[config.mk]
export PLATFORM = sky130hd
export DESIGN_NAME = mcu_watchdog
export DESIGN_NICKNAME = d
export VERILOG_FILES = /design/src/rtl/mcu_wdt_pkg.sv /design/src/rtl/mcu_wdt_sfr.sv /design/src/rtl/mcu_wdt_gate.sv /design/src/rtl/mcu_wdt_count.sv /design/src/rtl/mcu_watchdog.sv
export SDC_FILE = /design/constraint.sdc
export NUM_CORES = 1
export LEC_CHECK = 0
export BUFFER_PORTS_ARGS = -buffer_cell sky130_fd_sc_hd__buf_2
export CAP_MARGIN = 20
export CORE_MARGIN = 5
export CORE_UTILIZATION = 58
export CTS_CLUSTER_SIZE = 25
export DETAILED_ROUTE_END_ITERATION = 12
export HOLD_SLACK_MARGIN = 0.12
export PLACE_DENSITY_LB_ADDON = 0.3
export SLEW_MARGIN = 25
export SYNTH_ARGS = -nofsm -noshare
export SYNTH_HDL_FRONTEND = slang
export SYNTH_SLANG_ARGS = --single-unit
[constraint.sdc]
create_clock -name clk -period 4 [get_ports clk]
set_input_delay 0.4 -clock clk [delete_from_list [all_inputs] [get_ports clk]]
set_output_delay 0.4 -clock clk [all_outputs]
set_load 0.02 [all_outputs]
[src/rtl/mcu_wdt_pkg.sv]
package mcu_wdt_pkg;
  localparam int SFR_W = 8;
  localparam logic [SFR_W-1:0] KEY_FIRST  = 8'h1E;
  localparam logic [SFR_W-1:0] KEY_SECOND = 8'hE1;

  typedef enum logic [0:0] {
    KEY_IDLE  = 1'b0,
    KEY_ARMED = 1'b1
  } key_state_t;
endpackage

[src/rtl/mcu_wdt_sfr.sv]
module mcu_wdt_sfr
  import mcu_wdt_pkg::*;
#(
  parameter int SEL_W = 3,
  parameter logic [SFR_W-1:0] SEL_ADDR  = 8'hA7,
  parameter logic [SFR_W-1:0] KICK_ADDR = 8'hA6
) (
  input  logic             clk,
  input  logic             rst,
  input  logic             wr,
  input  logic [SFR_W-1:0] addr,
  input  logic [SFR_W-1:0] wdata,
  output logic [SFR_W-1:0] rdata,
  output logic [SEL_W-1:0] sel,
  output logic             kick
);
  key_state_t key_q;
  logic sel_hit, key_hit;

  assign sel_hit = (addr == SEL_ADDR);
  assign key_hit = wr && (addr == KICK_ADDR);
  // completion of the two-byte key
  assign kick = key_hit && (key_q == KEY_ARMED) && (wdata == KEY_SECOND);

  always_ff @(posedge clk) begin
    if (rst) begin
      sel   <= '0;
      key_q <= KEY_IDLE;
      rdata <= '0;
    end else begin
      if (wr && sel_hit) sel <= wdata[SEL_W-1:0];
      if (key_hit) key_q <= (wdata == KEY_FIRST) ? KEY_ARMED : KEY_IDLE;
      rdata <= sel_hit ? {{(SFR_W-SEL_W){1'b0}}, sel} : '0;
    end
  end
endmodule

[src/rtl/mcu_wdt_gate.sv]
module mcu_wdt_gate #(
  parameter int CLK_DIV = 12
) (
  input  logic clk,
  input  logic rst,
  input  logic run,
  input  logic clear,
  input  logic pd_mode,
  input  logic wake_irq_n,
  output logic tick,
  output logic hold_q
);
  localparam int PW = (CLK_DIV > 1) ? $clog2(CLK_DIV) : 1;
  localparam logic [PW-1:0] PRE_LAST = PW'(CLK_DIV - 1);

  logic [PW-1:0] pre_q;
  logic freeze;

  // stopped oscillator, or wake line still low after deep sleep
  assign freeze = pd_mode || (hold_q && !wake_irq_n);
  assign tick   = run && !freeze && (pre_q == PRE_LAST);

  always_ff @(posedge clk) begin
    if (rst) begin
      hold_q <= 1'b0;
    end else if (pd_mode) begin
      hold_q <= !wake_irq_n;
    end else if (wake_irq_n) begin
      hold_q <= 1'b0;
    end
  end

  always_ff @(posedge clk) begin
    if (rst || clear || !run) begin
      pre_q <= '0;
    end else if (!freeze) begin
      pre_q <= (pre_q == PRE_LAST) ? '0 : pre_q + 1'b1;
    end
  end
endmodule

[src/rtl/mcu_wdt_count.sv]
module mcu_wdt_count #(
  parameter int SEL_W    = 3,
  parameter int SEL_BASE = 14,
  parameter int RST_LEN  = 96,
  parameter int CNT_W    = SEL_BASE + (1 << SEL_W) - 1
) (
  input  logic             clk,
  input  logic             rst,
  input  logic [SEL_W-1:0] sel,
  input  logic             tick,
  input  logic             kick,
  output logic             en_q,
  output logic             pulse_q,
  output logic [CNT_W-1:0] cnt_q
);
  localparam int LW = $clog2(RST_LEN + 1);
  localparam logic [SEL_W-1:0] MAX_SEL = '1;

  logic [LW-1:0]    len_q;
  logic [CNT_W-1:0] limit;
  logic [CNT_W:0]   next_cnt;
  logic             expire;

  // 2^(SEL_BASE+sel)-1 as a right-shifted all-ones word
  assign limit    = {CNT_W{1'b1}} >> (MAX_SEL - sel);
  assign next_cnt = {1'b0, cnt_q} + 1'b1;
  assign expire   = next_cnt >= {1'b0, limit};

  always_ff @(posedge clk) begin
    if (rst) begin
      en_q    <= 1'b0;
      pulse_q <= 1'b0;
      cnt_q   <= '0;
      len_q   <= '0;
    end else if (pulse_q) begin
      if (len_q == '0) begin
        pulse_q <= 1'b0;
        en_q    <= 1'b0;
        cnt_q   <= '0;
      end else begin
        len_q <= len_q - 1'b1;
      end
    end else if (kick) begin
      en_q  <= 1'b1;
      cnt_q <= '0;
    end else if (en_q && tick) begin
      if (expire) begin
        pulse_q <= 1'b1;
        len_q   <= LW'(RST_LEN - 1);
      end else begin
        cnt_q <= next_cnt[CNT_W-1:0];
      end
    end
  end
endmodule

[src/rtl/mcu_watchdog.sv]
module mcu_watchdog #(
  parameter int CLK_DIV  = 12,
  parameter int SEL_BASE = 14,
  parameter int SEL_W    = 3,
  parameter int RST_LEN  = 96,
  parameter logic [7:0] SEL_ADDR  = 8'hA7,
  parameter logic [7:0] KICK_ADDR = 8'hA6
) (
  input  logic       clk,
  input  logic       rst,
  input  logic       sfr_wr,
  input  logic [7:0] sfr_addr,
  input  logic [7:0] sfr_wdata,
  output logic [7:0] sfr_rdata,
  input  logic       pd_mode,
  input  logic       wake_irq_n,
  output logic       wdt_rst
);
  localparam int CNT_W = SEL_BASE + (1 << SEL_W) - 1;

  logic [SEL_W-1:0] sel;
  logic             kick, tick, hold_q, en_q, pulse_q;
  logic [CNT_W-1:0] cnt_q;

  mcu_wdt_sfr #(
    .SEL_W(SEL_W), .SEL_ADDR(SEL_ADDR), .KICK_ADDR(KICK_ADDR)
  ) u_sfr (
    .clk(clk), .rst(rst), .wr(sfr_wr), .addr(sfr_addr), .wdata(sfr_wdata),
    .rdata(sfr_rdata), .sel(sel), .kick(kick)
  );

  mcu_wdt_gate #(
    .CLK_DIV(CLK_DIV)
  ) u_gate (
    .clk(clk), .rst(rst), .run(en_q && !pulse_q), .clear(kick),
    .pd_mode(pd_mode), .wake_irq_n(wake_irq_n), .tick(tick), .hold_q(hold_q)
  );

  mcu_wdt_count #(
    .SEL_W(SEL_W), .SEL_BASE(SEL_BASE), .RST_LEN(RST_LEN), .CNT_W(CNT_W)
  ) u_count (
    .clk(clk), .rst(rst), .sel(sel), .tick(tick), .kick(kick),
    .en_q(en_q), .pulse_q(pulse_q), .cnt_q(cnt_q)
  );

  assign wdt_rst = pulse_q;
endmodule

Word-level counts from Yosys, hierarchy flattened
Cells that the tools add are included.
{"block": "totals", "word_cells": 74, "out_inout_bits": 9, "register_bits": 47, "in_bits": 21}
{"block": "op_classes", "addsub": 4, "shift": 1, "n_bitwise": 1, "eq_ne": 9, "muxes": 22, "magnitude_cmp": 1, "reduce_logical": 26}
{"operator": "2-to-1 mux 21 bit", "count": 5}
{"operator": "2-to-1 mux 7 bit", "count": 5}
{"operator": "equality test 8 bit (second input constant)", "count": 3}
{"operator": "adder 21 x 1 -> 22 bit (second input constant)", "count": 1}
{"operator": ">= comparator 22 x 21 -> 1 bit", "count": 1}
{"operator": ">> shifter 21 x 3 -> 21 bit (first input constant)", "count": 1}
{"operator": "2-to-1 mux 1 bit", "count": 11}
{"operator": "logical AND 1 bit", "count": 9}
{"operator": "equality test 8 x 5 -> 1 bit (second input constant)", "count": 1}
{"operator": "nonzero test 2 bit", "count": 4}
{"operator": "logical NOT 7 bit", "count": 1}
{"operator": "subtractor 7 x 1 -> 7 bit (second input constant)", "count": 1}
{"operator": "adder 4 x 1 -> 4 bit (second input constant)", "count": 1}
{"operator": "equality test 4 bit (second input constant)", "count": 1}
{"operator": "logical NOT 1 bit", "count": 4}
{"operator": "2-to-1 mux 4 bit", "count": 1}
{"operator": "!= test 2 bit (second input constant)", "count": 2}
{"operator": "AND reduction 4 bit", "count": 1}
{"operator": "logical OR 1 bit", "count": 3}
{"operator": "!= test 3 x 2 -> 1 bit (second input constant)", "count": 1}
{"operator": "AND reduction 3 bit", "count": 1}
{"operator": "nonzero test 3 bit", "count": 1}
{"operator": "subtractor 3 bit (first input constant)", "count": 1}
{"operator": "!= test 2 x 1 -> 1 bit (second input constant)", "count": 1}
{"operator": "3 further kinds", "count": 3}

Depth between registers and ports, before layout
{"block": "depth", "word_depth": 10, "mapped_depth": 16}

Modules after synthesis
A second synthesis with hierarchy kept.
{"block": "hier_totals", "cells_unflattened": 340, "hier_area_um2": 2785.2}
{"module": "mcu_wdt_count", "n_inst": 1, "seq_area_each_um2": 600.6, "cells_per_inst": 264, "area_per_inst_um2": 2113.3}
{"module": "mcu_wdt_sfr", "n_inst": 1, "seq_area_each_um2": 140.1, "cells_per_inst": 43, "area_per_inst_um2": 402.9}
{"module": "mcu_wdt_gate", "n_inst": 1, "seq_area_each_um2": 100.1, "cells_per_inst": 32, "area_per_inst_um2": 255.2}
{"module": "mcu_watchdog", "n_inst": 1, "seq_area_each_um2": 0.0, "cells_per_inst": 1, "area_per_inst_um2": 13.8}

Worst setup path before layout
OpenSTA, ideal clock, no wires.
{"block": "synth_timing", "path_kind": "register -> register", "start": "register u_count.cnt_q[1]", "end": "register u_count.cnt_q[16]", "synth_period_minus_slack_ns": 3.681, "setup_slack_ns": 0.319, "required_time_ns": 3.874, "stages_incl_launch_ff": 17, "arrival_ns": 3.555, "setup_ns": 0.126, "path_cell_list": "dfxtp_1 ha_1 nand4_1 buf_4 nor2_1 nand4_1 or4_1 xnor2_1 inv_1 ha_1 a21oi_1 a21oi_1 a31o_2 or3_1 o21ai_0 clkbuf_1 o22ai_1"}
{"block": "synth_via", "elab_chain_len": 5, "elab_cells_between_ends": 8}
{"element": "start: declaration", "line_no": "mcu_wdt_count.sv:14", "text": "output logic [CNT_W-1:0] cnt_q"}
{"element": "start signal: assignment", "line_no": "mcu_wdt_count.sv:51", "text": "cnt_q <= next_cnt[CNT_W-1:0];"}
{"element": "adder 21 x 1 -> 22 bit (*)", "line_no": "mcu_wdt_count.sv:26", "text": "assign next_cnt = {1'b0, cnt_q} + 1'b1;"}
{"element": "branches (longest 4 deep; another with >= comparator 22 x 21 -> 1 bit)"}
Mark *: on every way between the ends. The select of a mux whose other input is x is not followed.
A chain may end at the register's enable or synchronous reset.

Final worst setup path
{"block": "layout_timing", "start": "register u_count.cnt_q[7]", "end": "register u_count.cnt_q[17]"}
The elaborated chain is that of the path after synthesis.

==> impl_metrics.tcl <==
set metrics [dict create \
    path_clk_slew_ns 0.08 \
    die_h_um 77.2 \
    skew_ns 0.00764 \
    clkLatencyLatePin_ns 0.30 \
    yosysTopAreaCellShare 0.321 \
    initial_core_util 0.601 \
    finalSetupTns_ns 0 \
    grtUsageTotal 0.204 \
    cts_num_sinks 42 \
    first_iter_violations 183 \
    leakagePower_uw 0.00113 \
    htreeDepth 2 \
    rows 24 \
    num_vias 2504 \
    crit_path_end_kind "flip-flop" \
    diodes 0 \
    ir_drop_v 0.000207 \
    grt_setup_unrepaired "false" \
    die_w_um 77.2 \
    slew_violations 0 \
    switching_share 0.216 \
    p_int_uw 617 \
    synthCells 338 \
    syn-cell-area_mm2 0.00262 \
    final_core_util 0.683 \
    layout.nets 404 \
    ys_warn_count 0 \
    seqPwrFrac 0.531 \
    gp_congestion 0.867 \
    ys.flop_type "dfxtp_1" \
    cp.required_ns 4.18 \
    synth_area_leaders "dfxtp_1 32%, ha_1 5.7%, nor2_1 5.2%" \
    setup_viol 0 \
    layout-drive-gt1-share 0.172 \
    power_frac_clock 0.429 \
    io_pins 30 \
    crit_path_start_kind "flip-flop" \
    grt_pass1_vias 2329 \
    ys_seq_area_frac 0.321 \
    remaining_drc_errors 0 \
    portBuffers 24 \
    min_path_type "in -> reg" \
    arrival_ns 3.99 \
    synth.largest_area_cell "dfxtp_1" \
    yosysUniqueCellTypes 57 \
    grt_pass1_wl_um 10300 \
    synth_edf_count 0 \
    run_status "finished clean" \
    max_cap_viol_count 0 \
    dieArea_mm2 0.00596 \
    coreArea_mm2 0.00435 \
    max_freq_ghz 0.262 \
    cts_tree "yes" \
    clockBufferDepth 2 \
    hpwl_um 4600 \
    p_sw_uw 170 \
    dr.pass1.iters 4 \
    cp_max_fo 13 \
    overflow 0 \
    post_drt_via_cell_ratio 5.91 \
    path_class "reg -> reg" \
    grt_start_max_net_pins 21 \
    synth_seq_cells 42 \
    drt_wl_total_um 5940 \
    synthArstFlopShare 0 \
    cts_resized 0 \
    area_growth_pct 13.6 \
    cts_buffers 5 \
    wl_per_cell_um 14.0 \
    root_buffer "clkbuf_8" \
    timing.final.crit_share 0.953 \
    nFillCells 354 \
    layout_min_cycle_time_ns 3.81 \
    netlist_top_cells_count "42 x dfxtp_1, 36 x nor2_1, 31 x inv_1" \
    hold_buffers 0 \
    powerDensity_mw_per_mm2 265 \
    combPwrFrac 0.040 \
    ant_nets 0 \
    hold_violations 0 \
    synth_area_per_cell_um2 7.74 \
    post_cts_buffers 0 \
    synth.most_common_cell "dfxtp_1" \
    grt_antenna_before_repair 0 \
]
-- power by group through the flow --
| stage | clock network, µW | registers, µW | logic (µW) |
|---|---|---|---|
| 2_1_floorplan | 0 | 428 | 20.0 |
| 3_3_place_gp | 0 | 428 | 30.0 |
| 3_5_place_dp | 0 | 428 | 31.1 |
| 4_1_cts | 343 | 418 | 31.1 |
| 5_1_grt | 361 | 418 | 34.1 |
| 6_report | 337 | 418 | 31.5 |
-- cell families after synthesis --
family,after synthesis,share of synthesized area
mux,7,0.0287
simple gates,140,0.285
xor+xnor,13,0.0435
fa+ha+maj,12,0.0574
flops,42,0.321
other cells,1,0.00143
buf+inv,47,0.0794
compound gates,76,0.183
-- flip-flops by register name (all words and copies together) (netlist names), 3 cells and up --
| register | flops |
|---|---|
| u_count.len_q | 7 |
| u_count.cnt_q | 21 |
| u_sfr.sel | 3 |
| u_sfr.rdata | 3 |
| u_gate.pre_q | 4 |
-- per-stage QoR --
stage               hold WS, ns  total power [µW]  worst slack, ns  area [µm²]  cells
detailed placement        0.479               459           0.0809        2850    416
finish                    0.280               787            0.186        2970    424
CTS                       0.274               793           0.0638        2960    424
global placement          0.463               458            0.154        2850    416
global route              0.269               813          0.00529        2970    424
floorplan                 0.448               448            0.319        2630    342
-- final timing paths --
kind / from / endpoint / slack [ns] / cells past startpoint
hold reg to reg: u_sfr.key_q / u_sfr.key_q / 0.49 / 2
setup reg to reg: u_count.cnt_q[7] / u_count.cnt_q[17] / 0.19 / 14
hold / removal: wake_irq_n / u_gate.hold_q / 0.28 / 2
setup / recovery: u_count.cnt_q[7] / u_count.cnt_q[17] / 0.19 / 14
-- layer usage --
layer | part of all wire | vias to the layer above | global-route usage
met5 | 0 | - | 0
met4 | 0.0059 | 0 | 0.0344
met3 | 0.044 | 5 | 0.0457
met2 | 0.47 | 52 | 0.340
met1 | 0.48 | 1168 | 0.271
li1 | - | 1279 | -
-- critical path, cell delays in order (launching register included) --
cell	delay, ns
dfxtp_2	0.40
nand4_1	0.15
or4_4	0.57
or4_1	0.47
nor2_1	0.16
xnor2_1	0.17
inv_1	0.07
ha_1	0.32
nand4_1	0.17
a21oi_1	0.07
a31o_2	0.25
or3_1	0.39
o21ai_1	0.18
buf_4	0.23
o22ai_1	0.09
-- placed cells by master, fill, tap and decap left out, drive strengths merged, types with 3 or more instances in the layout --
| master | count |
|---|---|
| o211ai | 12 |
| nand4 | 15 |
| nor3 | 17 |
| nand2 | 17 |
| a21oi | 16 |
| or4 | 5 |
| ha | 12 |
| and2 | 5 |
| dfxtp | 42 |
| or2 | 3 |
| nand3 | 16 |
| nor4 | 8 |
| xnor2 | 11 |
| buf | 38 |
| a31oi | 3 |
| clkbuf | 6 |
| conb | 5 |
| nor2 | 36 |
| mux2i | 6 |
| o22ai | 5 |
| o21ai | 24 |
| inv | 31 |
-- cell type report --
cell class,count,area [µm²],area share
clock inverter,2,37.5,0.0126
tap,52,65.1,0.0219
multi-input combinational,253,1600,0.537
clock buffer,6,72.6,0.0244
inverter,31,116,0.0391
timing repair buffer,38,238,0.0800
sequential,42,847,0.285
Power figures use the tool's default switching activity.
